`config.mk`:
```
export PLATFORM = sky130hd
export DESIGN_NAME = bit_probe_unit
export DESIGN_NICKNAME = d
export VERILOG_FILES = /design/src/rtl/bpu_pkg.sv /design/src/rtl/bpu_decode.sv /design/src/rtl/bpu_seq.sv /design/src/rtl/bpu_zsel.sv /design/src/rtl/bit_probe_unit.sv
export SDC_FILE = /design/constraint.sdc
export NUM_CORES = 1
export LEC_CHECK = 0
export BUFFER_PORTS_ARGS = -buffer_cell sky130_fd_sc_hd__buf_4
export CORE_MARGIN = 1.5
export CORE_UTILIZATION = 44
export CTS_BUF_LIST = sky130_fd_sc_hd__clkbuf_8
export DETAILED_ROUTE_END_ITERATION = 7
export GPL_TIMING_DRIVEN = 0
export PLACE_DENSITY_LB_ADDON = 0.2
export SKIP_LAST_GASP = 1
export SYNTH_ARGS = -nofsm -noshare
export SYNTH_HDL_FRONTEND = slang
export SYNTH_SLANG_ARGS = --single-unit
```
`constraint.sdc`:
```
create_clock -name clk -period 2.7 [get_ports clk]
set_clock_uncertainty 0.15 [all_clocks]
set_input_delay 0.135 -clock clk [delete_from_list [all_inputs] [get_ports clk]]
set_output_delay 0.135 -clock clk [all_outputs]
set_load 0.05 [all_outputs]
```
`src/rtl/bpu_pkg.sv`:
```
package bpu_pkg;
  localparam int HW_W    = 16;
  localparam int BYTE_W  = 8;
  localparam int BIDX_W  = $clog2(BYTE_W);
  localparam int RSEL_W  = 5;

  localparam logic [5:0]      DISP_KEY = 6'b111110;
  localparam logic [5:0]      REG_KEY  = 6'b111111;
  localparam logic [HW_W-1:0] REG_TAIL = 16'h00E6;

  typedef enum logic [1:0] {ST_IDLE, ST_REQ, ST_FIN} seq_state_t;

  function automatic logic is_disp_form(input logic [HW_W-1:0] hw0);
    return (hw0[15:14] == 2'b11) && (hw0[10:5] == DISP_KEY);
  endfunction

  function automatic logic is_reg_form(input logic [HW_W-1:0] hw0,
                                       input logic [HW_W-1:0] hw1);
    return (hw0[10:5] == REG_KEY) && (hw1 == REG_TAIL);
  endfunction

  function automatic logic pick_bit(input logic [BYTE_W-1:0] b,
                                    input logic [BIDX_W-1:0] idx);
    return b[idx];
  endfunction
endpackage

```
`src/rtl/bpu_decode.sv`:
```
module bpu_decode
  import bpu_pkg::*;
#(
  parameter int WORD_W = 32
) (
  input  logic [HW_W-1:0]   hw0,
  input  logic [HW_W-1:0]   hw1,
  input  logic [WORD_W-1:0] base_val,
  input  logic [WORD_W-1:0] index_val,
  output logic [RSEL_W-1:0] base_sel,
  output logic [RSEL_W-1:0] index_sel,
  output logic              op_valid,
  output logic [WORD_W-1:0] eff_addr,
  output logic [BIDX_W-1:0] bit_idx
);
  localparam int EXT_W = WORD_W - HW_W;

  logic              disp_hit;
  logic              reg_hit;
  logic [WORD_W-1:0] disp_ext;
  logic              idx_unused;

  assign base_sel   = hw0[4:0];
  assign index_sel  = hw0[15:11];
  assign disp_hit   = is_disp_form(hw0);
  assign reg_hit    = is_reg_form(hw0, hw1);
  assign op_valid   = disp_hit | reg_hit;
  assign disp_ext   = {{EXT_W{hw1[HW_W-1]}}, hw1};
  assign idx_unused = ^index_val[WORD_W-1:BIDX_W];

  always_comb begin
    if (disp_hit) begin
      eff_addr = base_val + disp_ext;
      bit_idx  = hw0[13:11];
    end else begin
      eff_addr = base_val;
      bit_idx  = index_val[BIDX_W-1:0];
    end
  end

  always_comb begin
    assert (!(disp_hit && reg_hit)) else $error("assert_forms_disjoint_R1: both forms matched");
  end
endmodule

```
`src/rtl/bpu_seq.sv`:
```
module bpu_seq
  import bpu_pkg::*;
#(
  parameter int WORD_W = 32
) (
  input  logic              clk,
  input  logic              rst_n,
  input  logic              start,
  input  logic              op_valid,
  input  logic [WORD_W-1:0] addr_in,
  input  logic [BIDX_W-1:0] bit_in,
  input  logic              mem_ack,
  output logic              mem_req,
  output logic [WORD_W-1:0] mem_addr,
  output logic [BIDX_W-1:0] bit_q,
  output logic              capture,
  output logic              done
);
  seq_state_t state;
  logic       accept;
  logic       reject;

  assign accept  = (state == ST_IDLE) && start && op_valid;
  assign reject  = (state == ST_IDLE) && start && !op_valid;
  assign mem_req = (state == ST_REQ);
  assign capture = mem_req && mem_ack;
  assign done    = (state == ST_FIN);

  always_ff @(posedge clk) begin
    if (!rst_n) begin
      state    <= ST_IDLE;
      mem_addr <= '0;
      bit_q    <= '0;
    end else begin
      unique case (state)
        ST_IDLE: if (accept) begin
          state    <= ST_REQ;
          mem_addr <= addr_in;
          bit_q    <= bit_in;
        end
        ST_REQ:  if (mem_ack) state <= ST_FIN;
        ST_FIN:  state <= ST_IDLE;
        default: state <= ST_IDLE;
      endcase
    end
  end

  assert_req_hold_R4: assert property (@(posedge clk) disable iff (!rst_n)
    (mem_req && !mem_ack) |=> (mem_req && $stable(mem_addr)));
  assert_req_drop_R4: assert property (@(posedge clk) disable iff (!rst_n)
    (mem_req && mem_ack) |=> !mem_req);
  assert_done_after_ack_R5: assert property (@(posedge clk) disable iff (!rst_n)
    (mem_req && mem_ack) |=> done);
  assert_done_pulse_R5: assert property (@(posedge clk) disable iff (!rst_n)
    done |=> !done);
  assert_bad_op_ignored_R7: assert property (@(posedge clk) disable iff (!rst_n)
    reject |=> !mem_req);
  assert_busy_ignored_R8: assert property (@(posedge clk) disable iff (!rst_n)
    done |=> !mem_req);
endmodule

```
`src/rtl/bpu_zsel.sv`:
```
module bpu_zsel
  import bpu_pkg::*;
(
  input  logic              clk,
  input  logic              rst_n,
  input  logic              capture,
  input  logic [BYTE_W-1:0] rdata,
  input  logic [BIDX_W-1:0] bit_q,
  input  logic              done,
  output logic              z_flag
);
  logic tested_bit;

  assign tested_bit = pick_bit(rdata, bit_q);

  always_ff @(posedge clk) begin
    if (!rst_n)       z_flag <= 1'b0;
    else if (capture) z_flag <= ~tested_bit;
  end

  assert_z_only_at_done_R6: assert property (@(posedge clk) disable iff (!rst_n)
    !done |-> $stable(z_flag));
  assert_z_inverse_R3: assert property (@(posedge clk) disable iff (!rst_n)
    capture |=> (z_flag != $past(rdata[bit_q])));
endmodule

```
`src/rtl/bit_probe_unit.sv`:
```
module bit_probe_unit
  import bpu_pkg::*;
#(
  parameter int WORD_W = 32
) (
  input  logic              clk,
  input  logic              rst_n,
  input  logic              start,
  input  logic [15:0]       instr_hw0,
  input  logic [15:0]       instr_hw1,
  output logic [4:0]        rs1_sel,
  output logic [4:0]        rs2_sel,
  input  logic [WORD_W-1:0] rs1_data,
  input  logic [WORD_W-1:0] rs2_data,
  output logic              mem_req,
  output logic [WORD_W-1:0] mem_addr,
  input  logic              mem_ack,
  input  logic [7:0]        mem_rdata,
  output logic              z_flag,
  output logic              done
);
  logic              op_valid;
  logic [WORD_W-1:0] eff_addr;
  logic [BIDX_W-1:0] bit_idx;
  logic [BIDX_W-1:0] bit_q;
  logic              capture;

  bpu_decode #(.WORD_W(WORD_W)) u_decode (
    .hw0       (instr_hw0),
    .hw1       (instr_hw1),
    .base_val  (rs1_data),
    .index_val (rs2_data),
    .base_sel  (rs1_sel),
    .index_sel (rs2_sel),
    .op_valid  (op_valid),
    .eff_addr  (eff_addr),
    .bit_idx   (bit_idx)
  );

  bpu_seq #(.WORD_W(WORD_W)) u_seq (
    .clk      (clk),
    .rst_n    (rst_n),
    .start    (start),
    .op_valid (op_valid),
    .addr_in  (eff_addr),
    .bit_in   (bit_idx),
    .mem_ack  (mem_ack),
    .mem_req  (mem_req),
    .mem_addr (mem_addr),
    .bit_q    (bit_q),
    .capture  (capture),
    .done     (done)
  );

  bpu_zsel u_zsel (
    .clk     (clk),
    .rst_n   (rst_n),
    .capture (capture),
    .rdata   (mem_rdata),
    .bit_q   (bit_q),
    .done    (done),
    .z_flag  (z_flag)
  );
endmodule

```
# After elaboration in Yosys (flattened, before gate mapping)
# Cells that the tools add are included.
# Widths: inputs -> output; s select.
word_totals:
  elab_cells: 31
  out_inout_bits: 45
  input_bits: 108
  mem_count: 0
  ram_bits: 0
  rom_bits: 0
  latch_bits: 0
  regBits: 38
classes:
  div_mod_pow: 0
  order_cmp: 1
  add_sub_neg: 1
  n_shift: 0
  bitwise: 2
  mux: 7
  mul: 0
  n_eq_ne: 8
  n_reduce_logical: 8
op_table:
  columns: ["cell", "count"]
  rows:
  - ["$add 32x32->32", 1]
  - ["$mux 32", 1]
  - ["$eq 16x8->1 const B", 1]
  - ["$eq 6x6->1 const B", 2]
  - ["$logic_and 1x1->1", 5]
  - ["$eq 2x2->1 const B", 2]
  - ["$lt 3x4->1 const B", 1]
  - ["$mux 2", 2]
  - ["$pmux 2 s2", 1]
  - ["$reduce_and 2->1", 2]
  - ["$bmux 1 s3", 1]
  - ["$mux 3", 1]
  - ["$eq 2x1->1 const B", 1]
  - ["$logic_not 2->1", 1]
  - ["$ne 2x1->1 const B", 1]
  - ["$ne 2x2->1 const B", 1]
  - ["$mux 1", 1]
  - ["$not 1->1", 1]
  - ["$or 1x1->1", 1]

# Longest topological paths before layout
logic_depth:
  depth_word: 6
  depth_mapped: 10
  depth_no_buf: 10

# Cells and area by module
# Synthesis repeated with hierarchy kept, for this count alone.
hier_totals:
  cells_unflattened: 487
  area_unflattened_um2: 3771.1
modules_own_cells:
  columns: ["mod", "area_per_inst_um2", "cells_each", "seq_area_each_um2", "n_inst"]
  rows:
  - ["bpu_decode", 2182.1, 317, 0.0, 1]
  - ["bpu_seq", 1493.9, 161, 740.7, 1]
  - ["bpu_zsel", 95.1, 9, 20.0, 1]

# Least setup slack after synthesis
# OpenSTA, ideal clock, no wires.
synth_timing:
  path_kind: "in2reg"
  startpoint: "in instr_hw1[0]"
  endpoint: "reg u_seq.mem_addr[24]"
  stages: 10
  setup_slack_ps: 233
  setup_ps: 132
  required_time_ps: 2418
  arrival_ps: 2184
  n_path_buf: 0
  path_cell_list: "ha_1 fa_1 a21o_1 nor3b_1 o31a_1 o21bai_1 o21ai_0 a41oi_1 xor2_1 a21oi_1"
synth_between:
  elab_chain_len: 5
  word_cells_on_any_way: 7
  classes_between: "add/sub: 1; eq/ne: 1; mux: 1; bitwise: 1; reduce/logical: 3"
synth_rtl:
  columns: ["item", "line", "text"]
  rows:
  - ["from (decl)", "bit_probe_unit.sv:10", "input logic [15:0] instr_hw1,"]
  - ["parallel branches: the longest is 5 deep, another holds $add 32x32->32", null, null]
  - ["to (signal assigned)", "bpu_seq.sv:38", "mem_addr <= addr_in;"]
  - ["to (decl)", "bpu_seq.sv:14", "output logic [WORD_W-1:0] mem_addr,"]
# Several ways; the timed one is not identified.
# A chain may end at the register's enable or synchronous reset.

# Final worst setup path
layout_timing:
  startpoint: "in rs1_data[10]"
  endpoint: "reg u_seq.mem_addr[24]"
layout_between:
  elab_chain_len: 2
layout_rtl:
  columns: ["item", "line", "text"]
  rows:
  - ["from (decl)", "bit_probe_unit.sv:13", "input logic [WORD_W-1:0] rs1_data,"]
  - ["$add 32x32->32", "bpu_decode.sv:33", "eff_addr = base_val + disp_ext;"]
  - ["$mux 32", "bpu_decode.sv:32", "if (disp_hit) begin"]
# Every way passes these cells.

==> qor.csv <==
metric,value,unit
outcome,"finished, final reports clean",
synthDistinctLibCells,59,
synth-main-ff-cell,dfxtp_1,
crit_type,in2reg,
finalSetupViolations,0,
r2r-start,u_seq.state[0],
drc_errors,0,
dieArea,8520,um2
syn_inst,463,
syn-num-nets,603,
setup_ws,53.2,ps
routed_wl,11900,um
cts_tree,yes,
globalRouteOverflowTotal,0,
r2r_end,u_seq.bit_q[1],
ant_nets,0,
dieHeight,92.3,um
finalCritPeriodShare,0.980,
via_count,4178,
dp_cells,683,
area_growth,39.8,%
crit_path_end_kind,flop,
io_pins,153,
place.gp.congestion,0.900,
postLayoutCellArea,4910,um2
first_global_vias,3971,
ys_top_cells_by_area,"dfxtp_1, ha_1, nand2_1",
initial_core_util,0.454,
synth_edf_count,0,
drt-wirelength-per-cell,16.7,um
netlist_area,3510,um2
clockBufferDepth,2,
fp-row-count,32,
crit_required,2730,ps
yosys_warnings,0,
synth_top_area_frac,0.217,
tns,0,ps
r2r_setup_slack,200,ps
hold_depth,3,
layout.cells.non_filler,711,
layout_min_cycle_time,2650,ps
clock_sinks,38,
start_kind,input port,
place.detailed.hpwl,9030,um
drt-initial-drc-count,219,
grt_pass1_wl,18800,um
timing.slew.headroom,0.282,
post-place-ws,-262,ps
drtPass1Iterations,5,
synthArstFlopShare,0,
synth_area_per_cell,7.58,um2
finalHoldViolations,0,
fmax,0.378,GHz
viasPerCell,5.88,
drive_above_1_share,0.258,
critical_path.startpoint,rs1_data[10],
crit_arrival,2680,ps
yosysMostFrequentCell,nand2_1,
h-tree-depth,2,
core,7730,um2
clock_latency,300,ps
nets,748,
slew_violations,0,
power_density,375,nW/um2
ys_ff_latch,38,
rr_worst_depth,7,
die_x,92.3,um
clk_pin_slew,90,ps
holdWs,16.5,ps
worst_slew_pin_slew,1070,ps
dpl-instance-area,4520,um2
maxCapViolCount,0,
postCtsSetupBuffers,0,
grt_max_degree,19,
min_to,u_seq.mem_addr[25],
grtUsageTotal,0.276,
port_buffers,118,
yosys-top-cells-count,"nand2_1, a21oi_1, dfxtp_1, ha_1, nor2_1",
leakage,2.20,nW
antenna_found_initial,0,
yosysSeqAreaShare,0.217,
cts_buffers,5,
cts_root_buf,clkbuf_8,
path_max_fanout,5,
path_cells,"dlygate4sd3_1, buf_4, ha_1, and2_1, and3_1, o31a_1, o21bai_2, o21ai_1, a41oi_2, xor2_1, a21oi_1",
antenna_cells,0,
min_from,rs1_data[25],
synth_area_leader_cell,dfxtp_1,
hp-class,in2reg,
slowest_stage,dlygate4sd3_1,
max_stage_delay,540,ps
ir_worst_vdd,0.263,mV
rsz0062_at_grt,yes,
==> worst max-delay path by stage <==
stage	endpoint	slack (ps)	cells after the start
after detailed placement	u_seq.mem_addr[24]	-260	11
after CTS	u_seq.mem_addr[24]	20	11
after global placement	u_seq.mem_addr[24]	-270	11
after global routing	u_seq.mem_addr[24]	-60	11
after floorplan	u_seq.mem_addr[24]	230	10
final	u_seq.mem_addr[24]	50	11
==> through the flow <==
step | power (mW) | util
floorplan | 0.985 | -
global placement | 1.18 | 0.585
detailed placement | 1.19 | 0.585
CTS | 1.82 | 0.631
global route | 1.93 | 0.635
finish | 1.84 | 0.635
==> cell type report <==
cell class,instances,area [um2]
Multi-Input combinational cell,385,2590
Inverter,5,18.8
Clock buffer,5,68.8
Timing Repair Buffer,139,1100
Fill cell,749,2820
Clock inverter,3,68.8
Tap cell,102,128
Sequential cell,38,761
Buffer,34,175
==> timing repair <==
action | CTS | global route
gates cloned | 0 | 0
hold endpoints to repair | 20 | 0
hold buffers | 21 | 0
pin swaps | 0 | 1
endpoints found under the setup margin | 1 | 10
resized for setup | 1 | 10
==> layer usage <==
layer / wire length [um] / GRT usage / part of all wire
met5: 0 / 0 / 0
met4: 265 / 0.0833 / 0.022
met3: 627 / 0.0369 / 0.053
met2: 5760 / 0.479 / 0.48
met1: 5240 / 0.353 / 0.44
==> critical path, delay by kind of cell <==
kind	cells	cell delay, ps
AO/OA/AOI/OAI	5	940
buffers and inverters	2	680
AND/OR/NAND/NOR	2	390
adder cells (fa/ha/maj)	1	340
XOR/XNOR	1	200
==> cells by family after synthesis <==
| family | after synthesis | share of synthesized area |
|---|---|---|
| compound gates | 164 | 0.310 |
| xor+xnor | 23 | 0.0574 |
| fa+ha+maj | 32 | 0.116 |
| buf+inv | 40 | 0.0563 |
| flops | 38 | 0.217 |
| mux | 5 | 0.0217 |
| simple gates | 161 | 0.221 |
==> state kept, by name, summed over array words and instances (netlist names) <==
| register | count |
|---|---|
| u_seq.bit_q | 3 |
| u_zsel.z_flag | 1 |
| u_seq.state | 2 |
| u_seq.mem_addr | 32 |
==> placed cells by master, fill, tap and decap left out, types with 3 or more instances in the layout <==
| master | n |
|---|---|
| buf_4 | 128 |
| nand2_1 | 63 |
| a21oi_1 | 47 |
| dfxtp_1 | 38 |
| nor2_1 | 31 |
| ha_1 | 31 |
| a21o_1 | 23 |
| o21ai_0 | 21 |
| dlygate4sd3_1 | 21 |
| nand3_1 | 20 |
| clkbuf_1 | 19 |
| xnor2_1 | 12 |
| xor2_1 | 11 |
| o221ai_1 | 10 |
| a31oi_1 | 10 |
| a311oi_1 | 10 |
| nand4_1 | 9 |
| and3_1 | 5 |
| or3_1 | 5 |
| and2_1 | 5 |
| nor3_1 | 5 |
| inv_1 | 5 |
| clkbuf_8 | 5 |
| a221o_1 | 4 |
| o21a_1 | 4 |
| o21bai_1 | 4 |
| a211oi_1 | 3 |
| o21ai_1 | 3 |
| o22ai_1 | 3 |
| o211ai_1 | 3 |
| nand2b_1 | 3 |
| a221oi_1 | 3 |
==> power by group <==
part / internal (mW) / switching (mW)
clock: 0.371 / 0.251
combinational: 0.298 / 0.360
sequential: 0.561 / 0.000770
total: 1.23 / 0.612
Power figures use the tool's default switching activity.
